File: src/rtl/sema_pkg.sv
package sema_pkg;

  localparam int VIEW_W = 4;

  localparam logic [VIEW_W-1:0] VW_RAW     = 4'd0;
  localparam logic [VIEW_W-1:0] VW_TAG     = 4'd1;
  localparam logic [VIEW_W-1:0] VW_EF_WAIT = 4'd2;
  localparam logic [VIEW_W-1:0] VW_EF_TRY  = 4'd3;
  localparam logic [VIEW_W-1:0] VW_PV_WAIT = 4'd4;
  localparam logic [VIEW_W-1:0] VW_PV_TRY  = 4'd5;

  localparam int TAG_E_BIT    = 0;
  localparam int TAG_F_BIT    = 1;
  localparam int TAG_T_BIT    = 16;
  localparam int TAG_FIFO_BIT = 17;
  localparam int TAG_MIN_W    = 18;

  typedef struct packed {
    logic t;
    logic f;
    logic e;
  } tag_flags_t;

  typedef enum logic [2:0] {
    RD_ZERO,
    RD_COUNT,
    RD_TAG,
    RD_PV,
    RD_ONES
  } rd_sel_e;

endpackage

File: src/rtl/sema_decode.sv
module sema_decode
  import sema_pkg::*;
(
  input  logic              req_valid,
  input  logic              req_write,
  input  logic [VIEW_W-1:0] req_view,
  output logic              ev_pv_take,
  output logic              ev_pv_wait,
  output logic              ev_pv_give,
  output logic              ev_tag_wr,
  output rd_sel_e           rd_sel
);

  logic is_pv;
  logic is_rd;

  assign is_pv = (req_view == VW_PV_WAIT) || (req_view == VW_PV_TRY);
  assign is_rd = req_valid && !req_write;

  assign ev_pv_take = is_rd && is_pv;
  assign ev_pv_wait = is_rd && (req_view == VW_PV_WAIT);
  assign ev_pv_give = req_valid && req_write && is_pv;
  assign ev_tag_wr  = req_valid && req_write && (req_view == VW_TAG);

  always_comb begin
    rd_sel = RD_ZERO;
    if (is_rd) begin
      unique case (req_view)
        VW_RAW:                rd_sel = RD_COUNT;
        VW_TAG:                rd_sel = RD_TAG;
        VW_EF_WAIT, VW_EF_TRY: rd_sel = RD_ZERO;
        VW_PV_WAIT, VW_PV_TRY: rd_sel = RD_PV;
        default:               rd_sel = RD_ONES;
      endcase
    end
  end

endmodule

File: src/rtl/sema_counter.sv
module sema_counter #(
  parameter int CNT_W = 16
) (
  input  logic             clk,
  input  logic             rst_n,
  input  logic             take,
  input  logic             give,
  output logic [CNT_W-1:0] cnt,
  output logic             cnt_zero
);

  localparam logic [CNT_W-1:0] CNT_MAX = {CNT_W{1'b1}};

  function automatic logic [CNT_W-1:0] sat_up(input logic [CNT_W-1:0] v);
    return (v == CNT_MAX) ? v : v + 1'b1;
  endfunction

  function automatic logic [CNT_W-1:0] floor_down(input logic [CNT_W-1:0] v);
    return (v == '0) ? v : v - 1'b1;
  endfunction

  logic [CNT_W-1:0] cnt_q;
  logic [CNT_W-1:0] cnt_d;

  always_comb begin
    cnt_d = cnt_q;
    if (give)      cnt_d = sat_up(cnt_q);
    else if (take) cnt_d = floor_down(cnt_q);
  end

  always_ff @(posedge clk or negedge rst_n) begin
    if (!rst_n) cnt_q <= '0;
    else        cnt_q <= cnt_d;
  end

  assign cnt      = cnt_q;
  assign cnt_zero = (cnt_q == '0);

  // a take on a nonzero count lowers it by exactly one
  assert_take_dec_R1: assert property (@(posedge clk) disable iff (!rst_n)
    (take && !give && cnt_q != '0) |=> (cnt_q == $past(cnt_q) - 1'b1));

  // a take on zero leaves the count at zero
  assert_take_zero_R2: assert property (@(posedge clk) disable iff (!rst_n)
    (take && !give && cnt_q == '0) |=> (cnt_q == '0));

  // a give at the ceiling holds the ceiling
  assert_no_overflow_R4: assert property (@(posedge clk) disable iff (!rst_n)
    (give && cnt_q == CNT_MAX) |=> (cnt_q == CNT_MAX));

  // without a take or a give the count does not move
  assert_idle_stable_R6: assert property (@(posedge clk) disable iff (!rst_n)
    (!take && !give) |=> $stable(cnt_q));

endmodule

File: src/rtl/sema_waitset.sv
module sema_waitset #(
  parameter int REQ_N = 8,
  parameter int ID_W  = 3
) (
  input  logic             clk,
  input  logic             rst_n,
  input  logic             park,
  input  logic [ID_W-1:0]  park_id,
  input  logic             release_all,
  output logic [REQ_N-1:0] wait_set,
  output logic [REQ_N-1:0] wake_mask
);

  logic [REQ_N-1:0] wait_q;
  logic [REQ_N-1:0] wake_q;
  logic [REQ_N-1:0] park_bits;

  for (genvar g = 0; g < REQ_N; g++) begin : g_park
    assign park_bits[g] = park && (park_id == ID_W'(g));
  end

  always_ff @(posedge clk or negedge rst_n) begin
    if (!rst_n) begin
      wait_q <= '0;
      wake_q <= '0;
    end else if (release_all) begin
      wake_q <= wait_q;
      wait_q <= '0;
    end else begin
      wake_q <= '0;
      wait_q <= wait_q | park_bits;
    end
  end

  assign wait_set  = wait_q;
  assign wake_mask = wake_q;

  // a release empties the wait set on the next cycle
  assert_release_clears_R5: assert property (@(posedge clk) disable iff (!rst_n)
    release_all |=> (wait_q == '0));

  // the wake pulse carries the set that was waiting
  assert_wake_payload_R5: assert property (@(posedge clk) disable iff (!rst_n)
    release_all |=> (wake_q == $past(wait_q)));

  // no wake without a release one cycle before
  assert_wake_only_on_release_R5: assert property (@(posedge clk) disable iff (!rst_n)
    !release_all |=> (wake_q == '0));

  // a parked requester appears in the wait set
  assert_park_recorded_R2: assert property (@(posedge clk) disable iff (!rst_n)
    (park && !release_all) |=> ((wait_q & $past(park_bits)) == $past(park_bits)));

endmodule

File: src/rtl/sema_tag.sv
module sema_tag
  import sema_pkg::*;
#(
  parameter int DATA_W = 32
) (
  input  logic              clk,
  input  logic              rst_n,
  input  logic              tag_wr,
  input  logic [DATA_W-1:0] wdata,
  output tag_flags_t        flags
);

  tag_flags_t flags_q;

  always_ff @(posedge clk or negedge rst_n) begin
    if (!rst_n) begin
      flags_q <= '0;
    end else if (tag_wr) begin
      flags_q.t <= wdata[TAG_T_BIT];
      flags_q.f <= wdata[TAG_F_BIT];
      flags_q.e <= wdata[TAG_E_BIT];
    end
  end

  assign flags = flags_q;

  // flags move only on a tag write
  assert_tag_hold_R8: assert property (@(posedge clk) disable iff (!rst_n)
    !tag_wr |=> $stable(flags_q));

endmodule

File: src/rtl/sema_cell.sv
module sema_cell
  import sema_pkg::*;
#(
  parameter int CNT_W  = 16,
  parameter int REQ_N  = 8,
  parameter int DATA_W = 32,
  localparam int ID_W  = (REQ_N > 1) ? $clog2(REQ_N) : 1
) (
  input  logic              clk,
  input  logic              rst_n,
  input  logic              req_valid,
  input  logic              req_write,
  input  logic [3:0]        req_view,
  input  logic [ID_W-1:0]   req_id,
  input  logic [DATA_W-1:0] req_wdata,
  output logic              rsp_valid,
  output logic              rsp_stall,
  output logic [DATA_W-1:0] rsp_rdata,
  output logic [REQ_N-1:0]  wake_mask
);

  logic             ev_pv_take;
  logic             ev_pv_wait;
  logic             ev_pv_give;
  logic             ev_tag_wr;
  logic             ev_block;
  rd_sel_e          rd_sel;
  logic [CNT_W-1:0] cnt;
  logic             cnt_zero;
  logic [REQ_N-1:0] wait_set;
  tag_flags_t       flags;

  logic [DATA_W-1:0] cnt_word;
  logic [DATA_W-1:0] tag_word;
  logic [DATA_W-1:0] rd_word;

  logic              rsp_valid_q;
  logic              rsp_stall_q;
  logic [DATA_W-1:0] rsp_rdata_q;

  sema_decode u_decode (
    .req_valid  (req_valid),
    .req_write  (req_write),
    .req_view   (req_view),
    .ev_pv_take (ev_pv_take),
    .ev_pv_wait (ev_pv_wait),
    .ev_pv_give (ev_pv_give),
    .ev_tag_wr  (ev_tag_wr),
    .rd_sel     (rd_sel)
  );

  assign ev_block = ev_pv_wait && cnt_zero;

  sema_counter #(.CNT_W(CNT_W)) u_counter (
    .clk      (clk),
    .rst_n    (rst_n),
    .take     (ev_pv_take),
    .give     (ev_pv_give),
    .cnt      (cnt),
    .cnt_zero (cnt_zero)
  );

  sema_waitset #(.REQ_N(REQ_N), .ID_W(ID_W)) u_waitset (
    .clk         (clk),
    .rst_n       (rst_n),
    .park        (ev_block),
    .park_id     (req_id),
    .release_all (ev_pv_give),
    .wait_set    (wait_set),
    .wake_mask   (wake_mask)
  );

  sema_tag #(.DATA_W(DATA_W)) u_tag (
    .clk    (clk),
    .rst_n  (rst_n),
    .tag_wr (ev_tag_wr),
    .wdata  (req_wdata),
    .flags  (flags)
  );

  always_comb begin
    cnt_word = '0;
    cnt_word[CNT_W-1:0] = cnt;
  end

  always_comb begin
    tag_word = '0;
    tag_word[TAG_E_BIT]    = flags.e;
    tag_word[TAG_F_BIT]    = flags.f;
    tag_word[TAG_T_BIT]    = flags.t;
    tag_word[TAG_FIFO_BIT] = 1'b0;
  end

  always_comb begin
    unique case (rd_sel)
      RD_COUNT: rd_word = cnt_word;
      RD_TAG:   rd_word = tag_word;
      RD_PV:    rd_word = ev_block ? '0 : cnt_word;
      RD_ONES:  rd_word = '1;
      default:  rd_word = '0;
    endcase
  end

  always_ff @(posedge clk or negedge rst_n) begin
    if (!rst_n) begin
      rsp_valid_q <= 1'b0;
      rsp_stall_q <= 1'b0;
      rsp_rdata_q <= '0;
    end else begin
      rsp_valid_q <= req_valid;
      rsp_stall_q <= ev_block;
      rsp_rdata_q <= req_valid ? rd_word : '0;
    end
  end

  assign rsp_valid = rsp_valid_q;
  assign rsp_stall = rsp_stall_q;
  assign rsp_rdata = rsp_rdata_q;

  // every request is answered in the next cycle
  assert_rsp_follows_req_R11: assert property (@(posedge clk) disable iff (!rst_n)
    req_valid |=> rsp_valid);

  // a stall is only given to a request
  assert_stall_needs_rsp_R11: assert property (@(posedge clk) disable iff (!rst_n)
    rsp_stall |-> rsp_valid);

  // a waiting take on zero answers with a stall and zero data
  assert_block_stalls_R2: assert property (@(posedge clk) disable iff (!rst_n)
    (ev_pv_wait && cnt == '0) |=> (rsp_stall && rsp_rdata == '0));

  // a take that succeeds answers with the count it found
  assert_take_returns_old_R1: assert property (@(posedge clk) disable iff (!rst_n)
    (ev_pv_take && cnt != '0) |=>
      (!rsp_stall && rsp_rdata[CNT_W-1:0] == $past(cnt)));

  // the FIFO flag of a semaphore cell always reads zero
  assert_fifo_flag_zero_R8: assert property (@(posedge clk) disable iff (!rst_n)
    (req_valid && !req_write && req_view == VW_TAG) |=> !rsp_rdata[TAG_FIFO_BIT]);

  initial begin
    assert (DATA_W >= TAG_MIN_W && DATA_W >= CNT_W)
      else $error("sema_cell: DATA_W too narrow");
  end

endmodule

File: config.mk
export PLATFORM = sky130hd
export DESIGN_NAME = sema_cell
export DESIGN_NICKNAME = d
export VERILOG_FILES = /design/src/rtl/sema_pkg.sv /design/src/rtl/sema_decode.sv /design/src/rtl/sema_counter.sv /design/src/rtl/sema_waitset.sv /design/src/rtl/sema_tag.sv /design/src/rtl/sema_cell.sv
export SDC_FILE = /design/constraint.sdc
export NUM_CORES = 1
export LEC_CHECK = 0
export BUFFER_PORTS_ARGS = -buffer_cell sky130_fd_sc_hd__clkbuf_2
export CORE_MARGIN = 4
export CORE_UTILIZATION = 52
export CTS_CLUSTER_SIZE = 12
export DETAILED_ROUTE_END_ITERATION = 10
export PLACE_DENSITY = 0.79
export REMOVE_ABC_BUFFERS = 1
export SLEW_MARGIN = 40
export SYNTH_ARGS = -nofsm -noshare
export SYNTH_HDL_FRONTEND = slang
export SYNTH_SLANG_ARGS = --single-unit
File: constraint.sdc
create_clock -name clk -period 2.5 [get_ports clk]
set_input_delay 0 -clock clk [delete_from_list [all_inputs] [get_ports clk]]
set_output_delay 0 -clock clk [all_outputs]
set_load 0.01 [all_outputs]
==> run_results.csv, run 1 <==
group,metric,value,unit
run_status,status,"complete, no violations",
critical_path,worst-r2r-cell-count,9,
power,vdd_drop_max,0.399,mV
route,via_count,2251,
grt,grt_pass1_vias,2205,
sta,worst_pin_slew,0.681,ns
logic_synthesis,synth_edf_count,0,
logic_synthesis,synth_area,2880,um^2
floorplanning,start_util,0.550,
floorplanning,die_y,82.4,um
floorplanning,die_width,82.4,um
logic_synthesis,async_flop_share,1.00,
route,totalWireLength,5.91,mm
final_layout,drive_above_1_share,0.249,
logic_synthesis,synth.avg_cell_area,10.4,um^2
sta,setup_viol,0,
sta,rsz0062_at_grt,"false",
sta,clock_skew,0.00710,ns
floorplanning,die_area,6790,um^2
critical_path,path_max_fanout,6,
sta,max-slew-margin-rel,0.545,
final_layout,n_antenna_cell,0,
final_layout,final_cell_mix,"clkbuf_2, dfrtp_1, nor2_1",
min_path,holdPathStages,3,
final_layout,final_nets,395,
critical_path,critPathKind,"register to register",
sta,drv_slew,0,
final_layout,area_delta_synth_final,16.4,%
route,detail-route-antenna-nets,0,
sta,hold_ws,0.0151,ns
clock_network,clk_pin_slew,0.10,ns
clock_network,postCtsSetupBuffers,0,
grt,grt_pass1_wl,9.91,mm
clock_network,ctsHoldBuffers,6,
logic_synthesis,ys_seq_area_frac,0.478,
clock_network,cts_made_buffers,5,
clock_network,clk-insertion-delay-late,0.31,ns
placement,io_buffers,55,
floorplanning,num_rows,26,
grt,grt_antenna_before_repair,0,
sta,post-route-min-period,2.34,ns
clock_network,cts_tree,"done",
logic_synthesis,synth_cell_types,45,
route,avgViaCountPerCell,5.52,
clock_network,clockBufferDepth,2,
clock_network,cts-htree-levels,2,
critical_path,cp-start-kind,"register",
route,wl_per_cell,14.5,um
logic_synthesis,post-synth-top-area-cell,"dfrtp_1",
placement,placed_cell_area,3200,um^2
power,power_density,925,nW/um^2
logic_synthesis,yosysTopAreaCellShare,0.478,
critical_path,worstPathRequired,2.71,ns
critical_path,rr_endpoint,"u_counter.cnt[14]$_DFFE_PN0P_",
clock_network,cts_resized,0,
route,drc_errors,0,
clock_network,cts_sinks,55,
critical_path,r2r-start,"u_counter.cnt[1]$_DFFE_PN0P_",
grt,grt_max_degree,26,
floorplanning,io_pins,85,
placement,place_congestion,0.829,
clock_network,clockRootBuffer,"clkbuf_8",
run,cap_viol_max_count,0,
logic_synthesis,ys_ff_latch,55,
sta,tns,0,ns
final_layout,finalInstanceArea,3350,um^2
critical_path,cp-end-kind,"register",
power,power_leakage,1.70,nW
sta,timing.fmax,0.427,GHz
critical_path,cp.arrival,2.55,ns
power,finalPower,0.00310,W
sta,hold_violations,0,
route,dr.pass1.iters,4,
logic_synthesis,ys.flop_type,"dfrtp_1",
logic_synthesis,synth_warnings,0,
placement,place_hpwl,4.53,mm
critical_path,ff2ff_setup_slack,0.16,ns
logic_synthesis,syn_inst,276,
route,drt-initial-drc-count,91,
logic_synthesis,synth_area_leaders,"dfrtp_1, ha_1, a21o_1",
floorplanning,core_area,5240,um^2
min_path,worstHoldStart,"req_view[2]",
min_path,worst_hold_path.endpoint,"rsp_stall$_DFF_PN0_",
critical_path,crit_start,"u_counter.cnt[1]$_DFFE_PN0P_",
min_path,min_path_type,"input pin to register",
grt,track_usage,0.186,
sta,period_share,0.937,
grt,gr-total-overflow,0,
through the flow:
step	worst slack, ns	std cells	util
final	0.158	408	0.640
after global routing	0.0110	408	0.640
after CTS	0.201	408	0.640
after detailed placement	0.0660	394	0.611
after global placement	0.109	394	0.610
after floorplan	-0.127	256	-
registers in the layout, summed over array words and instances (netlist names):
signal	flops
rsp_rdata	18
rsp_stall	1
rsp_valid	1
u_counter.cnt	16
u_tag.flags	3
u_waitset.wait_set	8
u_waitset.wake_mask	8
power breakdown:
part,total [W],internal (W),leakage (nW),switching (W)
logic,0.00137,0.000619,0.950,0.000747
registers,0.00124,0.00105,0.708,0.000197
clock network,0.000493,0.000201,0.0408,0.000292
worst max-delay path: stages, from the launching register on:
cell and delay, ns:
dfrtp_1 0.45, inv_1 0.08, fa_1 0.43, nor2b_1 0.17, o31a_1 0.21, o31ai_2 0.09
buf_4 0.16, a211oi_1 0.35, mux2i_1 0.24, nor2_1 0.06
synthesized netlist by cell type, types with 6 or more instances:
master / count
nand4_1: 7
ha_1: 14
a21oi_1: 22
xnor2_1: 7
buf_4: 14
dfrtp_1: 55
o21ai_0: 6
nand2_1: 13
nor2_1: 26
inv_1: 6
a21o_1: 18
nor4_1: 7
and2_1: 10
cell type report:
type	count	area, um^2
clock buffer	5	68.8
clock inverter	3	23.8
fill	406	1890
inverter	6	22.5
multi-input combinational	195	1340
sequential	55	1380
tap	70	87.6
timing repair buffer	74	433
logic make-up after synthesis:
group                      count (synthesis)  synth area share
DFF                                       55             0.478
AOI/OAI and AO/OA                         79             0.185
xor gates and xnor gates                   9            0.0274
buffers and inverters                     26            0.0578
muxes                                      8            0.0304
adders and majority gates                 15            0.0678
and+or+nand+nor                           84             0.153
worst max path at each step:
stage / endpoint / cells past startpoint / slack [ns]
after floorplan: u_counter.cnt[12]$_DFFE_PN0P_ / 10 / -0.13
after global placement: u_counter.cnt[15]$_DFFE_PN0P_ / 11 / 0.11
after detailed placement: u_counter.cnt[15]$_DFFE_PN0P_ / 11 / 0.07
after CTS: u_counter.cnt[14]$_DFFE_PN0P_ / 9 / 0.20
after global routing: u_counter.cnt[14]$_DFFE_PN0P_ / 9 / 0.01
final: u_counter.cnt[14]$_DFFE_PN0P_ / 9 / 0.16
metal layers:
metal  global-route usage  vias up  wire [um]
met2                0.326       54       2930
met5                    0        -          0
met4               0.0581        0         54
li1                     -     1122          -
met1                0.231     1069       2620
met3               0.0325        6        310
No activity file was read; power rests on OpenSTA's default activity.
==> inputs of run 2 (changes only) <==
- CORE_UTILIZATION: 52 -> 47
- PLACE_DENSITY: 0.79 -> 0.77
- clock period: 2.5 -> 2 ns (I/O delays scaled with it)
==> run_results.csv, run 2 (same netlist as run 1, synthesis figures left out) <==
group,metric,value,unit
run_status,status,"complete, but fails checks",
run_status,violations,"setup timing",
critical_path,cp-start-kind,"register",
clock_network,cts_sinks,55,
route,avgViaCountPerCell,5.91,
clock_network,cts_tree,"done",
run,cap_viol_max_count,0,
route,via_count,2779,
grt,gr-total-overflow,0,
critical_path,worstPathRequired,2.25,ns
route,drc_errors,0,
grt,grt_max_degree,33,
power,finalPower,0.00544,W
final_layout,fin_util,0.710,
sta,setup_viol,36,
final_layout,n_antenna_cell,0,
floorplanning,die_y,86.3,um
placement,place_congestion,0.963,
power,switching_share,0.418,
grt,grt_pass1_wl,12.5,mm
power,combPwrFrac,0.585,
critical_path,cp-end-kind,"register",
placement,io_buffers,55,
sta,setup_slack,-0.214,ns
power,p_clk_frac,0.118,
sta,hold_violations,0,
clock_network,clockRootBuffer,"clkbuf_8",
floorplanning,die_area,7440,um^2
sta,worst_pin_slew,0.782,ns
floorplanning,io_pins,85,
grt,track_usage,0.211,
min_path,min_path_type,"input pin to register",
critical_path,path_max_fanout,3,
sta,drv_slew,0,
final_layout,drive_above_1_share,0.486,
sta,period_share,1.11,
power,power_leakage,2.04,nW
sta,max-slew-margin-rel,0.474,
power,power_density,1300,nW/um^2
placement,place_hpwl,5.30,mm
clock_network,clk_pin_slew,0.10,ns
route,wl_per_cell,19.7,um
final_layout,largest_reg_flops,18,
placement,place_ws,-0.214,ns
final_layout,final_cell_mix,"clkbuf_2, buf_4, dfrtp_1",
final_layout,fin_cells,470,
power,vdd_drop_max,0.662,mV
floorplanning,start_util,0.486,
clock_network,cts-htree-levels,2,
clock_network,clk-insertion-delay-late,0.32,ns
clock_network,cts_made_buffers,5,
floorplanning,die_width,86.3,um
route,dr.pass1.iters,4,
grt,grt_pass1_vias,2605,
route,totalWireLength,9.27,mm
power,internal_power,0.00317,W
power,seq_power_share,0.297,
floorplanning,core_area,5920,um^2
floorplanning,num_rows,28,
final_layout,final_nets,452,
sta,rsz0062_at_grt,"true",
final_layout,area_delta_synth_final,45.9,%
sta,tns,-2.35,ns
critical_path,cp.arrival,2.46,ns
route,drt-initial-drc-count,237,
placement,post-place-cells,443,
sta,clock_skew,0.00733,ns
power,p_sw,0.00227,W
grt,grt_antenna_before_repair,0,
route,detail-route-antenna-nets,0,
clock_network,clockBufferDepth,2,
sta,post-route-min-period,2.21,ns
min_path,holdPathStages,3,
critical_path,worst-r2r-cell-count,7,
critical_path,critPathKind,"register to register",
sta,timing.fmax,0.452,GHz
run 2: layout make-up:
| class | count | area [um^2] |
|---|---|---|
| Inverter | 6 | 22.5 |
| Timing Repair Buffer | 131 | 937 |
| Tap cell | 75 | 93.8 |
| Clock inverter | 3 | 25.0 |
| Multi-Input combinational cell | 195 | 1670 |
| Fill cell | 366 | 1720 |
| Clock buffer | 5 | 68.8 |
| Sequential cell | 55 | 1380 |
run 2: path summary, 6_finish.rpt:
path	to	start	slack, ns
max	u_counter.cnt[15]$_DFFE_PN0P_	u_counter.cnt[1]$_DFFE_PN0P_	-0.21
min	rsp_stall$_DFF_PN0_	req_view[0]	0.12
max reg2reg	u_counter.cnt[15]$_DFFE_PN0P_	u_counter.cnt[1]$_DFFE_PN0P_	-0.21
min reg2reg	u_waitset.wake_mask[1]$_DFF_PN0_	u_waitset.wait_set[1]$_DFF_PN0_	0.49
max in group asynchronous	u_counter.cnt[12]$_DFFE_PN0P_	rst_n	1.18
min in group asynchronous	rsp_rdata[16]$_DFF_PN0_	rst_n	0.22
run 2: metrics by stage:
stage                     instance area, um^2  hold WS, ns
after global routing                     4200        0.111
after detailed placement                 3560       0.0351
after global placement                   3560       0.0238
after CTS                                3930       0.0257
after floorplan                          2740       -0.296
final                                    4200        0.118
run 2: worst max-delay path, stage by stage, from the launching register on:
cell and delay (ns):
dfrtp_2 0.48, ha_4 0.28, a211oi_4 0.27, o211ai_1 0.23, and2_4 0.24, a41oi_2 0.16
mux2i_1 0.31, xor2_1 0.17
run 2: per-layer routing:
| layer | GRT usage | wire length [um] | vias up |
|---|---|---|---|
| li1 | - | - | 1225 |
| met1 | 0.253 | 3530 | 1381 |
| met2 | 0.376 | 4890 | 142 |
| met3 | 0.0352 | 547 | 31 |
| met4 | 0.0850 | 306 | 0 |
| met5 | 0 | 0 | - |
run 2: power groups by stage:
| stage | clock network [W] | registers (W) | logic, W |
|---|---|---|---|
| after global placement | 0 | 0.00152 | 0.00216 |
| after detailed placement | 0 | 0.00153 | 0.00223 |
| final | 0.000642 | 0.00162 | 0.00318 |
| after global routing | 0.000693 | 0.00164 | 0.00336 |
| after CTS | 0.000636 | 0.00153 | 0.00257 |
| after floorplan | 0 | 0.00153 | 0.00126 |
run 2: timing repair:
item                                   in CTS  in global routing
endpoints found under the hold margin      28                  0
buffers inserted                            8                  6
gates resized for setup                    28                 51
hold buffers                                7                  0
pin swaps                                  17                 30
setup endpoints to repair                  14                 40
gates cloned                                0                  0
==> inputs of run 3 (changes only) <==
- CORE_ASPECT_RATIO: unset -> 1.5
- SETUP_SLACK_MARGIN: unset -> 0.5
- TNS_END_PERCENT: unset -> 20
==> run_results.csv, run 3 (same netlist as run 1, synthesis figures left out) <==
group,metric,value,unit
run_status,status,"complete, but fails checks",
run_status,violations,"setup timing",
clock_network,clockBufferDepth,2,
sta,worst_pin_slew,0.679,ns
placement,place_congestion,0.857,
final_layout,area_delta_synth_final,41.3,%
power,combPwrFrac,0.556,
critical_path,max_stage_delay,0.42,ns
grt,grt_pass1_vias,2836,
sta,post-route-min-period,2.14,ns
final_layout,n_antenna_cell,0,
sta,max-slew-margin-rel,0.547,
grt,grt_max_degree,56,
power,power_density,1270,nW/um^2
final_layout,fin_util,0.693,
power,seq_power_share,0.306,
route,dr.pass1.iters,5,
sta,drv_slew,0,
critical_path,critPathTopFamily,"simple AND/OR/NAND/NOR gates",
power,p_sw,0.00201,W
critical_path,cp_slowest_cell,"dfrtp_1",
final_layout,mostFrequentLayoutCell,"buf_4",
critical_path,critPathKind,"register to register",
route,via_count,2721,
power,vdd_drop_max,0.612,mV
placement,io_buffers,55,
critical_path,cp-start-kind,"register",
power,p_clk_frac,0.138,
critical_path,cp-end-kind,"register",
clock_network,cts_sinks,55,
placement,place_hpwl,5.41,mm
floorplanning,core_area,5870,um^2
run,cap_viol_max_count,0,
final_layout,nFillCells,398,
route,wl_per_cell,18.1,um
critical_path,critical_path_buf_inv_count,4,
floorplanning,die_y,104,um
sta,hold_violations,0,
route,drc_errors,0,
route,avgViaCountPerCell,5.80,
grt,grt_pass1_wl,13.1,mm
floorplanning,die_width,71.9,um
clock_network,clockRootBuffer,"clkbuf_8",
route,drt-initial-drc-count,176,
grt,gr-total-overflow,0,
power,switching_share,0.389,
sta,clock_skew,0.00484,ns
critical_path,worstPathCellList,"buf_4, nor4_4, nand4_1, buf_4, buf_4, nor4_4, buf_4, a31oi_1, nor2_1",
critical_path,cp.arrival,2.35,ns
clock_network,cts_tree,"done",
critical_path,path_common_cell,"buf_4",
power,internal_power,0.00316,W
route,totalWireLength,8.50,mm
final_layout,final_cell_mix,"buf_4, clkbuf_2, dfrtp_1",
final_layout,largest_reg_flops,18,
sta,setup_slack,-0.138,ns
power,power_leakage,2.06,nW
grt,track_usage,0.216,
critical_path,worstPathRequired,2.21,ns
route,detail-route-antenna-nets,0,
floorplanning,die_area,7470,um^2
critical_path,ff2ff_setup_slack,-0.14,ns
sta,setup_viol,7,
min_path,min_path_type,"input pin to register",
floorplanning,start_util,0.491,
clock_network,cts_made_buffers,5,
critical_path,path_max_fanout,4,
sta,rsz0062_at_grt,"true",
floorplanning,io_pins,85,
placement,place_ws,-0.327,ns
grt,grt_antenna_before_repair,0,
final_layout,drive_above_1_share,0.441,
clock_network,clk_pin_slew,0.09,ns
clock_network,cts-htree-levels,2,
final_layout,seq_area,1380,um^2
sta,hold_ws,0.0950,ns
clock_network,clk-insertion-delay-late,0.30,ns
final_layout,multi_input_comb_area,1580,um^2
floorplanning,num_rows,34,
final_layout,final_nets,455,
sta,period_share,1.07,
sta,timing.fmax,0.468,GHz
## run 3: cell count changes in the layout (fill, tap and decap cells not counted), moves of 4 or more
cell and change:
buf_4 +15, buf_6 -9, nor2_1 +5, nor2_2 -4
## run 3: worst paths after layout
| path | to | cells past startpoint | startpoint |
|---|---|---|---|
| worst max-delay path | u_waitset.wait_set[3]$_DFF_PN0_ | 9 | u_counter.cnt[1]$_DFFE_PN0P_ |
| worst min-delay path | u_waitset.wait_set[7]$_DFF_PN0_ | 3 | req_id[0] |
| worst max register to register | u_waitset.wait_set[3]$_DFF_PN0_ | 9 | u_counter.cnt[1]$_DFFE_PN0P_ |
| worst min register to register | u_waitset.wake_mask[1]$_DFF_PN0_ | 1 | u_waitset.wait_set[1]$_DFF_PN0_ |
| max in group asynchronous | u_counter.cnt[6]$_DFFE_PN0P_ | 3 | rst_n |
| min in group asynchronous | rsp_rdata[30]$_DFF_PN0_ | 3 | rst_n |
## run 3: what timing repair did
action	4_1_cts	5_1_grt
setup buffers	6	2
hold endpoints to repair	59	0
pin swaps	23	12
gates cloned	1	0
resized for setup	33	12
hold buffers	5	0
endpoints found under the setup margin	41	41
## run 3: layout make-up
| type | instances | area share |
|---|---|---|
| Clock buffer | 5 | 0.0169 |
| Clock inverter | 2 | 0.00923 |
| Inverter | 6 | 0.00554 |
| Multi-Input combinational cell | 196 | 0.388 |
| Sequential cell | 55 | 0.339 |
| Tap cell | 72 | 0.0221 |
| Timing Repair Buffer | 133 | 0.220 |
## run 3: routing by layer
layer,GRT usage,wire length (um),vias to the layer above
li1,-,-,1239
met1,0.219,3030,1334
met3,0.0271,311,41
met5,0,0,-
met2,0.416,4760,107
met4,0.106,406,0
## run 3: metrics by stage
step	setup TNS, ns	instance area [um^2]	std cells	total power [W]
2_1_floorplan	-4.05	2740	256	0.00278
3_3_place_gp	-1.21	3600	448	0.00376
3_5_place_dp	-1.95	3600	448	0.00384
4_1_cts	-0.367	3980	467	0.00492
5_1_grt	-2.22	4070	469	0.00549
6_report	-0.554	4070	469	0.00516
## run 3: tightest hold or removal path, delay by kind of cell
kind / cells / cell delay [ns]
simple gates: 1 / 0.10
compound gates: 1 / 0.10
buf+inv: 1 / 0.15
## run 3: power by group through the flow
stage | Sequential [W] | Combinational [W] | Clock (W)
finish | 0.00158 | 0.00287 | 0.000711
floorplan | 0.00153 | 0.00126 | 0
detailed placement | 0.00153 | 0.00231 | 0
CTS | 0.00154 | 0.00267 | 0.000717
global placement | 0.00153 | 0.00224 | 0
global route | 0.00161 | 0.00312 | 0.000760
